[src/rtl/lvl_pkg.sv]
package lvl_pkg;

    // Linear magnitude of a 16-bit full-scale signal at dB = -87 + 6*idx,
    // rounded to the nearest integer.
    function automatic logic [16:0] gate_lin_thr(input logic [3:0] idx);
        logic [16:0] v;
        case (idx)
            4'd0:    v = 17'd1;
            4'd1:    v = 17'd3;
            4'd2:    v = 17'd6;
            4'd3:    v = 17'd12;
            4'd4:    v = 17'd23;
            4'd5:    v = 17'd46;
            4'd6:    v = 17'd92;
            4'd7:    v = 17'd184;
            default: v = 17'd368;
        endcase
        return v;
    endfunction

endpackage

[src/rtl/lvl_window_tracker.sv]
module lvl_window_tracker #(
    parameter int W = 16
) (
    input  logic         clk,
    input  logic         rst_n,
    input  logic         smp_valid,
    input  logic [W-1:0] smp_data,
    input  logic         win_end,
    output logic [W-1:0] held_peak,
    output logic [W:0]   held_p2p
);
    typedef struct packed {
        logic [W-1:0] hmax;
        logic [W-1:0] hmin;
        logic [W-1:0] hpeak;
        logic         seen;
        logic [W-1:0] lpeak;
        logic [W:0]   lp2p;
    } trk_t;

    trk_t st_d, st_q;
    logic [W-1:0] mag_d;
    logic [W-1:0] emax_d, emin_d, epeak_d;
    logic         eseen_d;

    always_comb begin
        st_d    = st_q;
        mag_d   = smp_data[W-1] ? (~smp_data + 1'b1) : smp_data;
        emax_d  = st_q.hmax;
        emin_d  = st_q.hmin;
        epeak_d = st_q.hpeak;
        eseen_d = st_q.seen;
        if (smp_valid) begin
            if (!st_q.seen) begin
                emax_d  = smp_data;
                emin_d  = smp_data;
                epeak_d = mag_d;
            end else begin
                if ($signed(smp_data) > $signed(st_q.hmax)) emax_d = smp_data;
                if ($signed(smp_data) < $signed(st_q.hmin)) emin_d = smp_data;
                if (mag_d > st_q.hpeak) epeak_d = mag_d;
            end
            eseen_d = 1'b1;
        end
        st_d.hmax  = emax_d;
        st_d.hmin  = emin_d;
        st_d.hpeak = epeak_d;
        st_d.seen  = eseen_d;
        if (win_end) begin
            st_d.lpeak = eseen_d ? epeak_d : '0;
            st_d.lp2p  = eseen_d ? ({emax_d[W-1], emax_d} - {emin_d[W-1], emin_d}) : '0;
            st_d.seen  = 1'b0;
        end
    end

    always_ff @(posedge clk or negedge rst_n) begin
        if (!rst_n) st_q <= '0;
        else        st_q <= st_d;
    end

    assign held_peak = st_q.lpeak;
    assign held_p2p  = st_q.lp2p;
endmodule

[src/rtl/lvl_clip_detect.sv]
module lvl_clip_detect #(
    parameter int W = 16
) (
    input  logic         clk,
    input  logic         rst_n,
    input  logic         smp_valid,
    input  logic [W-1:0] smp_data,
    output logic         clip
);
    localparam logic [W-1:0] CLIP_LIM = W'(7) << (W - 4);

    logic [W-1:0] mag_d;
    logic         clip_d, clip_q;

    always_comb begin
        mag_d  = smp_data[W-1] ? (~smp_data + 1'b1) : smp_data;
        clip_d = clip_q;
        if (smp_valid) clip_d = (mag_d > CLIP_LIM);
    end

    always_ff @(posedge clk or negedge rst_n) begin
        if (!rst_n) clip_q <= 1'b0;
        else        clip_q <= clip_d;
    end

    assign clip = clip_q;
endmodule

[src/rtl/lvl_route_gate.sv]
module lvl_route_gate #(
    parameter int W = 16
) (
    input  logic [W-1:0] held_peak,
    input  logic [W:0]   held_p2p,
    input  logic         gate_en,
    input  logic         gate_boost,
    input  logic [2:0]   gate_thr,
    input  logic         gate_src_sel,
    input  logic         train_src_sel,
    output logic         noise,
    output logic [W:0]   train_lvl
);
    import lvl_pkg::*;

    localparam int SHIFT = W - 16;

    logic [W:0] peak_ext_d;
    logic [W:0] gate_lvl_d;
    logic [W:0] thr_d;
    logic [3:0] idx_d;

    always_comb begin
        peak_ext_d = {1'b0, held_peak};
        idx_d      = {1'b0, gate_thr} + {3'b000, ~gate_boost};
        thr_d      = (W+1)'(gate_lin_thr(idx_d)) << SHIFT;
        gate_lvl_d = gate_src_sel ? peak_ext_d : held_p2p;
        noise      = gate_en && (gate_lvl_d < thr_d);
        train_lvl  = train_src_sel ? held_p2p : peak_ext_d;
    end
endmodule

[src/rtl/audio_level_meter.sv]
module audio_level_meter #(
    parameter int W = 16
) (
    input  logic         clk,
    input  logic         rst_n,
    input  logic         smp_valid,
    input  logic [W-1:0] smp_data,
    input  logic         win_end,
    input  logic         gate_en,
    input  logic         gate_boost,
    input  logic [2:0]   gate_thr,
    input  logic         gate_src_sel,
    input  logic         train_src_sel,
    output logic         noise_flag,
    output logic         clip_flag,
    output logic [8:0]   p2p_rb,
    output logic [7:0]   peak_rb,
    output logic [W:0]   train_level
);
    logic [W-1:0] held_peak;
    logic [W:0]   held_p2p;

    lvl_window_tracker #(.W(W)) u_trk (
        .clk(clk), .rst_n(rst_n), .smp_valid(smp_valid), .smp_data(smp_data),
        .win_end(win_end), .held_peak(held_peak), .held_p2p(held_p2p)
    );

    lvl_clip_detect #(.W(W)) u_clip (
        .clk(clk), .rst_n(rst_n), .smp_valid(smp_valid), .smp_data(smp_data),
        .clip(clip_flag)
    );

    lvl_route_gate #(.W(W)) u_gate (
        .held_peak(held_peak), .held_p2p(held_p2p), .gate_en(gate_en),
        .gate_boost(gate_boost), .gate_thr(gate_thr), .gate_src_sel(gate_src_sel),
        .train_src_sel(train_src_sel), .noise(noise_flag), .train_lvl(train_level)
    );

    assign p2p_rb  = held_p2p[W -: 9];
    assign peak_rb = held_peak[W-1 -: 8];
endmodule

[config.mk]
export PLATFORM = sky130hd
export DESIGN_NAME = audio_level_meter
export DESIGN_NICKNAME = d
export VERILOG_FILES = /design/src/rtl/lvl_pkg.sv /design/src/rtl/lvl_window_tracker.sv /design/src/rtl/lvl_clip_detect.sv /design/src/rtl/lvl_route_gate.sv /design/src/rtl/audio_level_meter.sv
export SDC_FILE = /design/constraint.sdc
export NUM_CORES = 1
export LEC_CHECK = 0
export ABC_AREA = 1
export BUFFER_PORTS_ARGS = -buffer_cell sky130_fd_sc_hd__buf_2
export CAP_MARGIN = 20
export CORE_UTILIZATION = 50
export CTS_BUF_LIST = sky130_fd_sc_hd__clkbuf_4 sky130_fd_sc_hd__clkbuf_8
export DETAILED_ROUTE_END_ITERATION = 7
export PLACE_DENSITY = 0.71
export SYNTH_ARGS = -nofsm -noshare
export SYNTH_HDL_FRONTEND = slang
export SYNTH_SLANG_ARGS = --single-unit
[constraint.sdc]
create_clock -name clk -period 4.8 [get_ports clk]
set_input_delay 0.24 -clock clk [delete_from_list [all_inputs] [get_ports clk]]
set_output_delay 0.24 -clock clk [all_outputs]
set_load 0.1 [all_outputs]
==> run_results.csv <==
group,metric,value,unit
timing,period_needed,3.960,ns
synthesis,netlist_area,6673,µm²
clocking,cts_buffers,9,
status,status,"completed",
min_path,worstHoldStart,"smp_data[0]",
drt,vias,5800,
critical_path,worstPathMaxFanout,19,
job,max_cap_violations,0,
critical_path,end_kind,"flop",
critical_path,reg2reg_from,"u_trk.st_q[70]",
layout,area_delta_synth_final,7.951,%
drt,drtIter0Drc,332,
min_path,min_path_cells,3,
placed_design,hpwl,12590,µm
critical_path,arrival,4.20,ns
timing,fmax,252.5,MHz
critical_path,critPathLaunchType,"input port",
critical_path,r2r_cells,26,
clocking,cts.clk_slew.worst_paths,0.10,ns
drt,dr.pass1.iters,5,
grt,grt_max_degree,45,
timing,fin_skew,0.01847,ns
drt,final_antenna_net_count,0,
floorplanning,die_area,13810,µm²
min_path,hold_path.class,"in -> reg",
layout,n_antenna_cell,0,
synthesis,async_flop_share,1.000,
floorplanning,num_rows,41,
grt,grt_pass1_wl,26710,µm
floorplanning,start_util,0.5203,
timing,setup_viol,0,
power_and_ir_drop,p_leak,0.003962,µW
critical_path,cp.required,5.04,ns
synthesis,synth_edf_count,0,
synthesis,ys_ff_latch,83,
timing,whs,0.2060,ns
clocking,cts_tree,"done",
clocking,clk_path_buf_depth,2,
layout,drive_gt1_frac,0.1417,
synthesis,ys_types,44,
timing,setup_tns,0,ns
grt,grt_pass1_vias,5423,
placed_design,gp_congestion,0.9194,
drt,viasPerCell,5.124,
min_path,hold_end,"u_trk.st_q[66]",
timing,tightest_slew,0.8441,ns
drt,wl_per_cell,14.03,µm
synthesis,synth_nets,1023,
placed_design,dpl_worst_slack,0.5259,ns
grt,overflow,0,
synthesis,syn_inst,918,
critical_path,r2r_slack,1.01,ns
grt,grt_usage,0.2447,
placed_design,io_buffers,62,
layout,final_nets,1060,
power_and_ir_drop,p_per_area,448.2,nW/µm²
synthesis,synth.avg_cell_area,7.269,µm²
timing,setup_slack,0.8396,ns
clocking,cts_resized,0,
critical_path,path_class,"in -> reg",
critical_path,worstReg2RegEnd,"u_trk.held_p2p[15]",
clocking,cts.sinks,83,
floorplanning,die_h,117.5,µm
clocking,htree_levels,3,
power_and_ir_drop,vdd_ir_drop_max,0.0003573,V
layout,fillers,1288,
timing,timing.final.crit_share,0.8251,
synthesis,yosysWarnings,0,
timing,maxSlewViolCount,0,
floorplanning,die_w,117.5,µm
timing,slew_headroom,0.4372,
synthesis,seq_area_frac_synth,0.3113,
drt,drcViolationCount,0,
timing,rsz0062_at_grt,"no",
grt,antenna_found_initial,0,
drt,wirelength,15890,µm
synthesis,synth_ff_type,"dfrtp_1",
clocking,worstSkewPairLatency,0.39,ns
floorplanning,io_pins,63,
clocking,cts_root_buffer,"clkbuf_8",
timing,finalHoldViolations,0,
floorplanning,core_area,12820,µm²
==> placed cells by master (no fill, tap or decap), types with 2 or more instances in the layout <==
cell       Yosys  final
nand3b_1       2      2
nand2_2       23     23
nand3_2        4      4
o21bai_1       5      5
a21oi_1       38     38
inv_6          0      3
nand3_4        2      2
o22ai_1       18     18
clkinv_1       2      2
dfrtp_1       83     83
o2111ai_1      2      2
or2_2          3      3
nor2_4         2      2
clkbuf_8       0      9
ha_1          77     77
nor4_1         2      2
nor3_1        10     10
o211ai_1       4      4
a31oi_1        2      2
inv_2          6      6
nor2_2         2      2
inv_1        165    165
xor2_1        13     13
and2_0         2      2
nand3_1       45     45
nand2_1      201    201
o21ai_0       77     77
nand4_1        9      9
nor2_1        46     46
buf_4         17      3
buf_2          2     61
nand2_4       11     11
o21ai_1       13     13
==> layer usage <==
| metal | GRT usage | share of wire | vias to the layer above |
|---|---|---|---|
| met4 | 0.09295 | 0.023 | 0 |
| met5 | 0 | 0 | - |
| li1 | - | - | 3006 |
| met3 | 0.03585 | 0.039 | 26 |
| met1 | 0.3156 | 0.46 | 2652 |
| met2 | 0.4138 | 0.48 | 116 |
==> how the worst max path moves through the flow <==
stage	end	start	cells after the start
6_report	u_trk.held_peak[0]	smp_data[0]	25
5_1_grt	u_trk.held_peak[0]	smp_data[0]	25
3_3_place_gp	u_trk.held_peak[0]	smp_data[0]	25
2_1_floorplan	noise_flag	gate_boost	14
4_1_cts	u_trk.held_peak[0]	smp_data[0]	25
3_5_place_dp	u_trk.held_peak[14]	smp_data[0]	25
==> sequential cells by signal, summed over array words and instances, names as in the netlist <==
signal / flops
u_trk.held_p2p: 17
u_clip.clip: 1
u_trk.held_peak: 16
u_trk.st_q: 49
==> worst max-delay path, cell delays in order <==
cell	delay (ns)
buf_2	0.13
inv_2	0.09
ha_1	0.17
inv_1	0.04
nor2_1	0.14
inv_1	0.09
nor2_1	0.09
inv_1	0.05
nor3_1	0.20
a31oi_1	0.19
a21oi_1	0.18
xor2_1	0.17
inv_1	0.09
ha_1	0.27
nand2_1	0.04
inv_1	0.05
nand3_1	0.10
nor3_1	0.22
nand2_1	0.10
o2111ai_1	0.08
nand2_1	0.07
a21oi_1	0.66
inv_2	0.32
o21ai_0	0.29
o22ai_1	0.10
==> stage by stage <==
| step | cell area, µm² | total power [µW] | cells | util |
|---|---|---|---|---|
| after floorplan | 6673 | 2395 | 918 | - |
| after global placement | 6988 | 2672 | 1115 | 0.5449 |
| after detailed placement | 6988 | 2692 | 1115 | 0.5449 |
| after CTS | 7203 | 3247 | 1132 | 0.5617 |
| after global routing | 7203 | 3472 | 1132 | 0.5617 |
| final | 7203 | 3228 | 1132 | 0.5617 |
==> cell type report <==
class / count / area, µm² / share of cell area
Multi-Input combinational cell: 623 / 3719 / 0.5162
Sequential cell: 83 / 2077 / 0.2883
Inverter: 173 / 649.4 / 0.09015
Timing Repair Buffer: 65 / 337.8 / 0.04690
Tap cell: 172 / 215.2 / 0.02988
Clock buffer: 9 / 123.9 / 0.01720
Clock inverter: 7 / 81.33 / 0.01129
==> kinds of logic after synthesis <==
logic type / synth area share
AO/OA/AOI/OAI: 0.1378
XOR/XNOR: 0.01706
adder cells (fa/ha/maj): 0.1474
buffers and inverters: 0.1314
flip-flops: 0.3113
AND/OR/NAND/NOR: 0.2550
==> power breakdown <==
part / switching, µW / internal, µW / total (µW)
Clock: 297 / 250 / 547
Sequential: 83.6 / 847 / 931
Combinational: 1310 / 444 / 1750
Total: 1690 / 1540 / 3230
==> cells in the mapped netlist, types with 3 or more instances <==
library cell | n | area (µm²)
nand2_1 | 201 | 754.5
inv_1 | 165 | 619.3
dfrtp_1 | 83 | 2077
ha_1 | 77 | 963.4
o21ai_0 | 77 | 385.4
nor2_1 | 46 | 172.7
nand3_1 | 45 | 225.2
a21oi_1 | 38 | 190.2
nand2_2 | 23 | 143.9
o22ai_1 | 18 | 112.6
buf_4 | 17 | 127.6
clkbuf_1 | 17 | 63.81
o21ai_1 | 13 | 65.06
xor2_1 | 13 | 113.9
nand2_4 | 11 | 123.9
nor3_1 | 10 | 50.05
nand4_1 | 9 | 56.30
inv_2 | 6 | 22.52
o21bai_1 | 5 | 37.54
nand3_2 | 4 | 40.04
o211ai_1 | 4 | 30.03
or2_2 | 3 | 18.77
==> repair_timing <==
item,CTS,global route
hold endpoints to repair,39,0
hold buffers,1,0
setup buffers,0,0
Note: power is estimated with default switching activity, not from simulation.
